`src/rtl/dual_div_pkg.sv`:
```
`timescale 1ns/1ps
package dual_div_pkg;
    localparam int NUM_OUT = 2;
    localparam int DIV_W   = 5;
    localparam int DIV_LO  = 2;
    localparam int DIV_HI  = 20;
    localparam int CFG_W   = NUM_OUT * DIV_W + 1;
    localparam int SPREAD_BIT = NUM_OUT * DIV_W;
    localparam int HIGH_RUN_MAX = (DIV_HI + 1) / 2;

    typedef enum logic [1:0] {
        PD_OFF    = 2'd0,
        PD_SETTLE = 2'd1,
        PD_RUN    = 2'd2
    } pd_state_e;

    // Map a raw ratio field into the legal divide range.
    function automatic logic [DIV_W-1:0] clamp_ratio(input logic [DIV_W-1:0] raw);
        if (raw < DIV_W'(DIV_LO))
            return DIV_W'(DIV_LO);
        else if (raw > DIV_W'(DIV_HI))
            return DIV_W'(DIV_HI);
        else
            return raw;
    endfunction
endpackage

```
`src/rtl/bit_sync.sv`:
```
`timescale 1ns/1ps
module bit_sync #(
    parameter logic RST_VAL = 1'b0
) (
    input  logic clk,
    input  logic rst_n,
    input  logic d,
    output logic q
);
    logic [1:0] stage_d, stage_q;

    always_comb begin
        stage_d = {stage_q[0], d};
    end

    always_ff @(posedge clk or negedge rst_n) begin
        if (!rst_n)
            stage_q <= {2{RST_VAL}};
        else
            stage_q <= stage_d;
    end

    assign q = stage_q[1];
endmodule

```
`src/rtl/pd_seq.sv`:
```
`timescale 1ns/1ps
module pd_seq
    import dual_div_pkg::*;
#(
    parameter int SETTLE_PLAIN  = 16,
    parameter int SETTLE_SPREAD = 64,
    parameter int CNT_W = $clog2(((SETTLE_SPREAD > SETTLE_PLAIN) ? SETTLE_SPREAD : SETTLE_PLAIN) + 1)
) (
    input  logic clk,
    input  logic rst_n,
    input  logic pwr_ok,
    input  logic spread_on,
    output logic pll_en,
    output logic run
);
    localparam logic [CNT_W-1:0] LAST_PLAIN  = CNT_W'(SETTLE_PLAIN - 1);
    localparam logic [CNT_W-1:0] LAST_SPREAD = CNT_W'(SETTLE_SPREAD - 1);

    typedef struct packed {
        pd_state_e        st;
        logic [CNT_W-1:0] cnt;
    } seq_s;

    seq_s s_d, s_q;
    logic [CNT_W-1:0] last_cnt;

    always_comb begin
        s_d      = s_q;
        last_cnt = spread_on ? LAST_SPREAD : LAST_PLAIN;
        case (s_q.st)
            PD_OFF: begin
                s_d.cnt = '0;
                if (pwr_ok)
                    s_d.st = PD_SETTLE;
            end
            PD_SETTLE: begin
                if (!pwr_ok) begin
                    s_d.st  = PD_OFF;
                    s_d.cnt = '0;
                end else if (s_q.cnt == last_cnt) begin
                    s_d.st  = PD_RUN;
                    s_d.cnt = '0;
                end else begin
                    s_d.cnt = s_q.cnt + 1'b1;
                end
            end
            PD_RUN: begin
                s_d.cnt = '0;
                if (!pwr_ok)
                    s_d.st = PD_OFF;
            end
            default: begin
                s_d.st  = PD_OFF;
                s_d.cnt = '0;
            end
        endcase
    end

    always_ff @(posedge clk or negedge rst_n) begin
        if (!rst_n)
            s_q <= '{st: PD_OFF, cnt: '0};
        else
            s_q <= s_d;
    end

    assign pll_en = (s_q.st != PD_OFF);
    assign run    = (s_q.st == PD_RUN);
endmodule

```
`src/rtl/div_bank.sv`:
```
`timescale 1ns/1ps
module div_bank
    import dual_div_pkg::*;
(
    input  logic             clk,
    input  logic             rst_n,
    input  logic             run,
    input  logic             restart,
    input  logic [DIV_W-1:0] ratio,
    output logic             clk_o,
    output logic             low_o
);
    typedef struct packed {
        logic [DIV_W-1:0] cnt;
        logic             rise;
        logic             arm;
    } bank_s;

    bank_s b_d, b_q;
    logic  fall_q;
    logic [DIV_W:0] high_len;

    always_comb begin
        b_d      = b_q;
        high_len = ({1'b0, ratio} + 1'b1) >> 1;
        if (!run || restart) begin
            b_d.cnt  = '0;
            b_d.rise = 1'b0;
            b_d.arm  = 1'b1;
        end else if (b_q.arm) begin
            b_d.cnt  = '0;
            b_d.rise = 1'b1;
            b_d.arm  = 1'b0;
        end else begin
            if (b_q.cnt >= ratio - 1'b1)
                b_d.cnt = '0;
            else
                b_d.cnt = b_q.cnt + 1'b1;
            b_d.rise = ({1'b0, b_d.cnt} < high_len);
        end
    end

    always_ff @(posedge clk or negedge rst_n) begin
        if (!rst_n)
            b_q <= '{cnt: '0, rise: 1'b0, arm: 1'b1};
        else
            b_q <= b_d;
    end

    // Half-period delayed copy of the rising-edge phase, used to trim odd ratios.
    always_ff @(negedge clk or negedge rst_n) begin
        if (!rst_n)
            fall_q <= 1'b0;
        else
            fall_q <= b_q.rise;
    end

    assign clk_o = ratio[0] ? (b_q.rise & fall_q) : b_q.rise;
    assign low_o = !b_q.rise && !fall_q;
endmodule

```
`src/rtl/dual_div_pwr.sv`:
```
`timescale 1ns/1ps
module dual_div_pwr
    import dual_div_pkg::*;
#(
    parameter int SETTLE_PLAIN  = 800000,
    parameter int SETTLE_SPREAD = 2800000
) (
    input  logic               clk_vco,
    input  logic               rst_n,
    input  logic               pwr_dn_n,
    input  logic               cfg_sel,
    input  logic [CFG_W-1:0]   cfg_set_a,
    input  logic [CFG_W-1:0]   cfg_set_b,
    output logic [NUM_OUT-1:0] clk_out,
    output logic               out_en,
    output logic               pll_en
);
    localparam int SETTLE_MAX = (SETTLE_SPREAD > SETTLE_PLAIN) ? SETTLE_SPREAD : SETTLE_PLAIN;
    localparam int CNT_W      = $clog2(SETTLE_MAX + 1);

    typedef struct packed {
        logic use_a;
    } top_s;

    top_s t_d, t_q;

    logic               pwr_ok;
    logic               sel_a;
    logic               run;
    logic               restart;
    logic [CFG_W-1:0]   active_rec;
    logic [NUM_OUT-1:0] bank_clk;
    logic [NUM_OUT-1:0] bank_low;
    logic [DIV_W-1:0]   ratio [NUM_OUT];

    bit_sync #(.RST_VAL(1'b0)) u_pwr_sync (
        .clk   (clk_vco),
        .rst_n (rst_n),
        .d     (pwr_dn_n),
        .q     (pwr_ok)
    );

    bit_sync #(.RST_VAL(1'b1)) u_sel_sync (
        .clk   (clk_vco),
        .rst_n (rst_n),
        .d     (cfg_sel),
        .q     (sel_a)
    );

    assign active_rec = t_q.use_a ? cfg_set_a : cfg_set_b;

    pd_seq #(
        .SETTLE_PLAIN  (SETTLE_PLAIN),
        .SETTLE_SPREAD (SETTLE_SPREAD),
        .CNT_W         (CNT_W)
    ) u_seq (
        .clk       (clk_vco),
        .rst_n     (rst_n),
        .pwr_ok    (pwr_ok),
        .spread_on (active_rec[SPREAD_BIT]),
        .pll_en    (pll_en),
        .run       (run)
    );

    // Switch records while running only when every bank sits in its low phase.
    assign restart = run && (sel_a != t_q.use_a) && (&bank_low);

    always_comb begin
        t_d = t_q;
        if (!pll_en || restart)
            t_d.use_a = sel_a;
    end

    always_ff @(posedge clk_vco or negedge rst_n) begin
        if (!rst_n)
            t_q <= '{use_a: 1'b1};
        else
            t_q <= t_d;
    end

    for (genvar b = 0; b < NUM_OUT; b++) begin : g_bank
        assign ratio[b] = clamp_ratio(active_rec[b*DIV_W +: DIV_W]);

        div_bank u_div (
            .clk     (clk_vco),
            .rst_n   (rst_n),
            .run     (run),
            .restart (restart),
            .ratio   (ratio[b]),
            .clk_o   (bank_clk[b]),
            .low_o   (bank_low[b])
        );

        assign clk_out[b] = run & bank_clk[b];
    end

    assign out_en = run;
endmodule

```
`config.mk`:
```
export PLATFORM = sky130hd
export DESIGN_NAME = dual_div_pwr
export DESIGN_NICKNAME = d
export VERILOG_FILES = /design/src/rtl/dual_div_pkg.sv /design/src/rtl/bit_sync.sv /design/src/rtl/pd_seq.sv /design/src/rtl/div_bank.sv /design/src/rtl/dual_div_pwr.sv
export SDC_FILE = /design/constraint.sdc
export NUM_CORES = 1
export LEC_CHECK = 0
export BUFFER_PORTS_ARGS = -buffer_cell sky130_fd_sc_hd__buf_2
export CELL_PAD_IN_SITES_DETAIL_PLACEMENT = 2
export CELL_PAD_IN_SITES_GLOBAL_PLACEMENT = 2
export CORE_AREA = 5 5 117 119
export DETAILED_ROUTE_END_ITERATION = 10
export DIE_AREA = 0 0 122 124
export PLACE_DENSITY_LB_ADDON = 0.1
export RECOVER_POWER = 25
export SYNTH_ARGS = -nofsm -noshare
export SYNTH_HDL_FRONTEND = slang
export SYNTH_SLANG_ARGS = --single-unit
```
`constraint.sdc`:
```
create_clock -name clk_vco -period 4.8 [get_ports clk_vco]
set_input_delay 1.44 -clock clk_vco [delete_from_list [all_inputs] [get_ports clk_vco]]
set_output_delay 1.44 -clock clk_vco [all_outputs]
set_load 0.1 [all_outputs]
```
==> results of run 1 <==
-- timing repair --
item,4_1_cts,5_1_grt
buffers inserted,1,2
endpoints found under the setup margin,2,2
pin swaps,2,0
gates resized for setup,10,0
-- worst max-delay path by stage --
stage,end,slack [ns],cells after the start
5_1_grt,clk_out[1],-0.22,2
2_1_floorplan,clk_out[0],0.03,1
4_1_cts,clk_out[1],-0.20,2
3_3_place_gp,clk_out[1],-0.04,2
3_5_place_dp,clk_out[1],-0.05,2
6_report,clk_out[1],-0.20,2
-- sequential cells by signal, summed over array words and instances (netlist names) --
| name | cells |
|---|---|
| g_bank.u_div.b_q | 13 |
| g_bank.u_div.fall_q | 2 |
| t_q | 1 |
| u_pwr_sync.stage_q | 2 |
| u_sel_sync.stage_q | 2 |
| u_seq.s_q | 24 |
-- critical path: stages (launching register included) --
cell and delay, ns:
dfrtn_1 0.36, o311a_4 0.32, buf_12 0.17
-- per-stage QoR --
step | utilization | worst slack [ns] | hold WS [ns] | power [mW]
2_1_floorplan | - | 0.02806 | 0.3312 | 0.4891
3_3_place_gp | 0.2813 | -0.04232 | 0.3477 | 0.5554
3_5_place_dp | 0.2813 | -0.05094 | 0.3500 | 0.5608
4_1_cts | 0.3002 | -0.2010 | 0.3629 | 0.9794
5_1_grt | 0.3006 | -0.2240 | 0.3648 | 1.009
6_report | 0.3006 | -0.1974 | 0.3598 | 0.9582
-- placed cells by master (no fill, tap or decap), drive strengths merged, types with 3 or more instances in the layout --
master   n
clkbuf  10
nand4    7
nand2   15
nor2b    3
xnor2   17
a21oi    7
dfstp    4
nor4     4
a221oi   7
buf     47
dfrtp   38
ha      25
a31oi    3
nor3     8
o21ai   16
nand3   12
or2      3
or3      6
a211o    3
mux2i   14
and4     4
a211oi   9
nor2    33
o21a     4
xor2    10
nand2b   4
inv     19
-- power groups by stage --
stage               registers [mW]  logic [mW]  clock network (mW)
floorplan                    0.385       0.104                   0
global placement             0.390       0.165                   0
detailed placement           0.390       0.171                   0
CTS                          0.383       0.173               0.423
global route                 0.384       0.190               0.435
finish                       0.383       0.166               0.409
-- layer usage --
layer | track usage | vias to the layer above | wire [µm]
met5 | 0 | - | 0
li1 | - | 1249 | -
met4 | 0.02731 | 0 | 80
met1 | 0.1551 | 1278 | 4107
met2 | 0.2220 | 33 | 4348
met3 | 0.01817 | 6 | 215
-- area by class of cell --
cell class | instances | area (µm²)
clock inverters | 2 | 38.79
multi-input cells | 245 | 1847
clock buffers | 6 | 138.9
repair buffers | 51 | 330.3
flip-flops and latches | 44 | 1106
inverters | 19 | 71.32
fillers | 1403 | 8718
well taps | 172 | 215.2
-- logic make-up after synthesis --
kind of cell               share of synthesized area
other                                       0.001232
DFF                                           0.3635
adders and majority gates                     0.1094
buffers and inverters                        0.03824
xor gates and xnor gates                     0.07771
AOI/OAI and AO/OA                             0.1591
and+or+nand+nor                               0.1974
muxes                                        0.05345
==> flow_metrics.tcl, run 1 <==
set metrics [dict create \
    avgViaCountPerCell 4.761 \
    die_area_mm2 0.01513 \
    drv_cap 1 \
    htreeDepth 2 \
    placed_area_mm2 0.003507 \
    r2r_slack_ns 0.41 \
    diodes 0 \
    place.gp.congestion 0.7102 \
    fp-row-count 41 \
    track_usage 0.1229 \
    cp-startpoint "g_bank[1].u_div.fall_q$_DFF_NN0_" \
    slew_violations 41 \
    reg2reg_to "g_bank[1].u_div.b_q[4]$_DFF_PN0_" \
    peakVddDrop_mv 0.1252 \
    tightest_slew_ns 2.282 \
    synth.most_common_cell "dfrtp_1" \
    coreArea_mm2 0.01247 \
    clock-root-buffer "clkbuf_16" \
    fin_setup_tns_ns -0.3809 \
    grt-ovfl-total 0 \
    syn-instance-count 315 \
    syn_area_mm2 0.003043 \
    synth.top_cell.area_share 0.3125 \
    clk_pin_slew_worst_paths_ns 0.07 \
    share_comb_of_total_power 0.173 \
    violations "capacitance limit, slew limit, setup timing" \
    p_int_uw 711.4 \
    outcome "finished, violations left" \
    clockBufferDepth 2 \
    yosysUniqueCellTypes 59 \
    hold_end "u_sel_sync.stage_q[1]$_DFF_PN1_" \
    switchingPower_uw 246.8 \
    start_kind "register" \
    initialDrtViolationCount 64 \
    dp.cells 528 \
    synth_top_cells_by_count "38 x dfrtp_1, 33 x nor2_1, 25 x ha_1" \
    antenna_found_initial 0 \
    synth_area_leader_cell "dfrtp_1" \
    numCtsBuffers 5 \
    required_ns 3.36 \
    grt_pass1_wl_um 14810 \
    power.density_mw_per_mm2 255.7 \
    fin_skew_ns 0.02704 \
    yosysSeqAreaShare 0.3635 \
    nets 417 \
    crit_type "reg -> out" \
    drtPass1Iterations 4 \
    start_util 0.2441 \
    final_antenna_net_count 0 \
    worstPathMaxFanout 2 \
    ys_async_sr_fraction 1.000 \
    yosys_warnings 0 \
    die_h_um 124 \
    wl_per_cell_um 16.24 \
    finalWorstSetupSlack_ns -0.1974 \
    p_leak_nw 1.658 \
    r2r-start "g_bank[1].u_div.fall_q$_DFF_NN0_" \
    seqPwrFrac 0.400 \
    swShare 0.2576 \
    synth_seq_cells 44 \
    synth_edf_count 0 \
    grt_pass1_vias 2897 \
    vias 2566 \
    pin_count 30 \
    hold_viol_final 0 \
    cts_num_sinks 44 \
    drc 0 \
    grt_start_max_net_pins 41 \
    hold_path_startpoint "u_sel_sync.stage_q[0]$_DFF_PN1_" \
    finalSetupViolations 2 \
    area_growth_pct 23.15 \
    crit_path_end_kind "primary output" \
    hpwl_um 6893 \
    rsz0062_at_grt "yes" \
    die_x_um 122 \
    slew_headroom -0.5216 \
    io_buffers 29 \
    fin_area_mm2 0.003747 \
    clockPowerShare 0.427 \
    avgSynthCellArea_um2 9.660 \
    synth.area.top_cells "dfrtp_1 31%, ha_1 10%, xnor2_1 4.9%" \
    cts_tree "built" \
    synthFlopType "dfrtp_1" \
    drive_gt1_frac 0.2016 \
    rr_worst_depth 7 \
    clock_latency_ns 0.31 \
    wirelength_um 8751 \
    cp.arrival_ns 3.56 \
    hold_buffers 0 \
    holdPathStages 0 \
    hp-class "reg -> reg" \
    finalNonFillerCells 539 \
]
No activity file was read; power rests on OpenSTA's default activity.
==> run 2, diff against run 1 <==
--- a/config.mk
+++ b/config.mk
@@ -11,8 +11,10 @@
 export CORE_AREA = 5 5 117 119
 export DETAILED_ROUTE_END_ITERATION = 10
 export DIE_AREA = 0 0 122 124
+export GPL_TIMING_DRIVEN = 0
 export PLACE_DENSITY_LB_ADDON = 0.1
 export RECOVER_POWER = 25
+export SLEW_MARGIN = 10
 export SYNTH_ARGS = -nofsm -noshare
 export SYNTH_HDL_FRONTEND = slang
 export SYNTH_SLANG_ARGS = --single-unit
==> constraint.sdc (replaced) <==
create_clock -name clk_vco -period 5.6 [get_ports clk_vco]
set_input_delay 1.68 -clock clk_vco [delete_from_list [all_inputs] [get_ports clk_vco]]
set_output_delay 1.68 -clock clk_vco [all_outputs]
set_load 0.1 [all_outputs]
==> run 2 against run 1 <==
Compared with the run above: worst setup slack improved by 0.15 ns; via count down 1.2%; first-iteration DRC count fell by 30%; total power shrank 17%; clock skew fell by 0.0052 ns; sequential cell count did not move; the run ends with setup timing left; critical path depth did not move; core utilization is 1.0 points lower.
==> flow_metrics.tcl, run 2 (synthesis gave the netlist of run 1 again) <==
set metrics [dict create \
    path_buf_inv 1 \
    clock_latency_ns 0.31 \
    die_x_um 122 \
    slew_headroom 0.2926 \
    final_antenna_net_count 0 \
    diodes 0 \
    share_comb_of_total_power 0.165 \
    initialDrtViolationCount 45 \
    top_register "u_seq.s_q" \
    worstPathMaxFanout 2 \
    start_kind "register" \
    coreArea_mm2 0.01247 \
    avgViaCountPerCell 4.827 \
    required_ns 3.92 \
    start_util 0.2441 \
    wirelength_um 9067 \
    switchingPower_uw 211.7 \
    io_buffers 29 \
    grt-ovfl-total 0 \
    crit_path_end_kind "primary output" \
    cts_tree "built" \
    drc 0 \
    p_int_uw 584.2 \
    drv_cap 0 \
    crit_type "reg -> out" \
    violations "setup timing" \
    area_growth_pct 19.04 \
    drive_gt1_frac 0.1643 \
    fp-row-count 41 \
    clk_pin_slew_worst_paths_ns 0.06 \
    power.density_mw_per_mm2 219.7 \
    hpwl_um 6919 \
    cts_num_sinks 44 \
    clockBufferDepth 2 \
    die_area_mm2 0.01513 \
    layout_commonest_cell "dfrtp_1" \
    drtPass1Iterations 4 \
    wl_per_cell_um 17.27 \
    swShare 0.2660 \
    clockPowerShare 0.427 \
    path_cells "o311a_4 > buf_12" \
    fin_util 0.2906 \
    grt_pass1_wl_um 14890 \
    hp-class "reg -> reg" \
    fin_skew_ns 0.02179 \
    seqPwrFrac 0.408 \
    htreeDepth 2 \
    cpPeakStageDelay_ns 0.36 \
    finalSetupViolations 2 \
    fin_total_pwr_uw 795.9 \
    die_h_um 124 \
    p_leak_nw 1.584 \
    numCtsBuffers 5 \
    mostFrequentLayoutCells "38 x dfrtp_1, 33 x nor2_1, 30 x buf_2" \
    track_usage 0.1267 \
    rsz0062_at_grt "yes" \
    antenna_found_initial 0 \
    largest_reg_flops 24 \
    tightest_slew_ns 1.061 \
    dp_worst_setup_slack_ns 0.1014 \
    vias 2534 \
    grt_start_max_net_pins 45 \
    post_cts_buffers 0 \
    peakVddDrop_mv 0.1125 \
    outcome "finished, violations left" \
    cp.arrival_ns 3.97 \
    holdWs_ns 0.3691 \
    pin_count 30 \
    reg_top3 "u_seq.s_q (24), g_bank.u_div.b_q (13)" \
    crit_slowest_cell "dfrtn_1" \
    place.gp.congestion 0.7100 \
    grt_pass1_vias 2859 \
    slew_violations 0 \
    fin_setup_tns_ns -0.08990 \
    clock-root-buffer "clkbuf_16" \
    nets 403 \
    hold_viol_final 0 \
    crit_family "flip-flops" \
    finalWorstSetupSlack_ns -0.04531 \
]
-- run 2: worst register-to-register path, cell delays in order, from the launching register on --
cell,delay (ns)
dfrtn_1,0.36
nor4_1,0.51
a211oi_1,0.23
o211ai_1,0.28
nor2_1,0.10
-- run 2: routing by layer --
metal / track usage / wire [µm]
met1: 0.1532 / 4185
met2: 0.2293 / 4484
met3: 0.02361 / 293
met4: 0.03711 / 104
met5: 0 / 0
-- run 2: final cells by class --
type / count / area, µm²
fill: 1418 / 8843
multi-input combinational: 245 / 1846
sequential: 44 / 1106
tap: 172 / 215.2
timing repair buffer: 29 / 175.2
clock buffer: 6 / 128.9
inverter: 19 / 71.32
buffer: 8 / 45.04
clock inverter: 2 / 35.03
-- run 2: metrics by stage --
| stage | cell area [µm²] | instances |
|---|---|---|
| 4_1_cts | 3623 | 525 |
| 3_5_place_dp | 3410 | 517 |
| 5_1_grt | 3622 | 525 |
| 2_1_floorplan | 3049 | 316 |
| 3_3_place_gp | 3410 | 517 |
| 6_report | 3622 | 525 |
-- run 2: repair_timing --
item                                    4_1_cts  5_1_grt
endpoints found under the setup margin        2        2
pin swaps                                     2        0
resized for setup                            10        0
hold buffers                                  0        0
gates cloned                                  0        0
hold endpoints to repair                      0        0
-- run 2: power groups by stage --
stage          combinational, mW  sequential, mW  clock (mW)
2_1_floorplan             0.0895           0.330           0
3_3_place_gp               0.131           0.331           0
3_5_place_dp               0.136           0.331           0
4_1_cts                    0.137           0.325       0.356
5_1_grt                    0.152           0.325       0.371
6_report                   0.132           0.324       0.340
-- run 2: final timing paths --
kind / from / endpoint / slack, ns / cells after the start
setup / recovery: g_bank[0].u_div.fall_q$_DFF_NN0_ / clk_out[0] / -0.05 / 2
hold / removal: u_sel_sync.stage_q[0]$_DFF_PN1_ / u_sel_sync.stage_q[1]$_DFF_PN1_ / 0.37 / 0
setup reg to reg: g_bank[0].u_div.fall_q$_DFF_NN0_ / g_bank[1].u_div.b_q[6]$_DFF_PN0_ / 1.17 / 4
hold reg to reg: u_sel_sync.stage_q[0]$_DFF_PN1_ / u_sel_sync.stage_q[1]$_DFF_PN1_ / 0.37 / 0
max in group asynchronous: rst_n / g_bank[0].u_div.fall_q$_DFF_NN0_ / 0.69 / 1
min in group asynchronous: rst_n / u_seq.s_q[11]$_DFF_PN0_ / 1.57 / 1
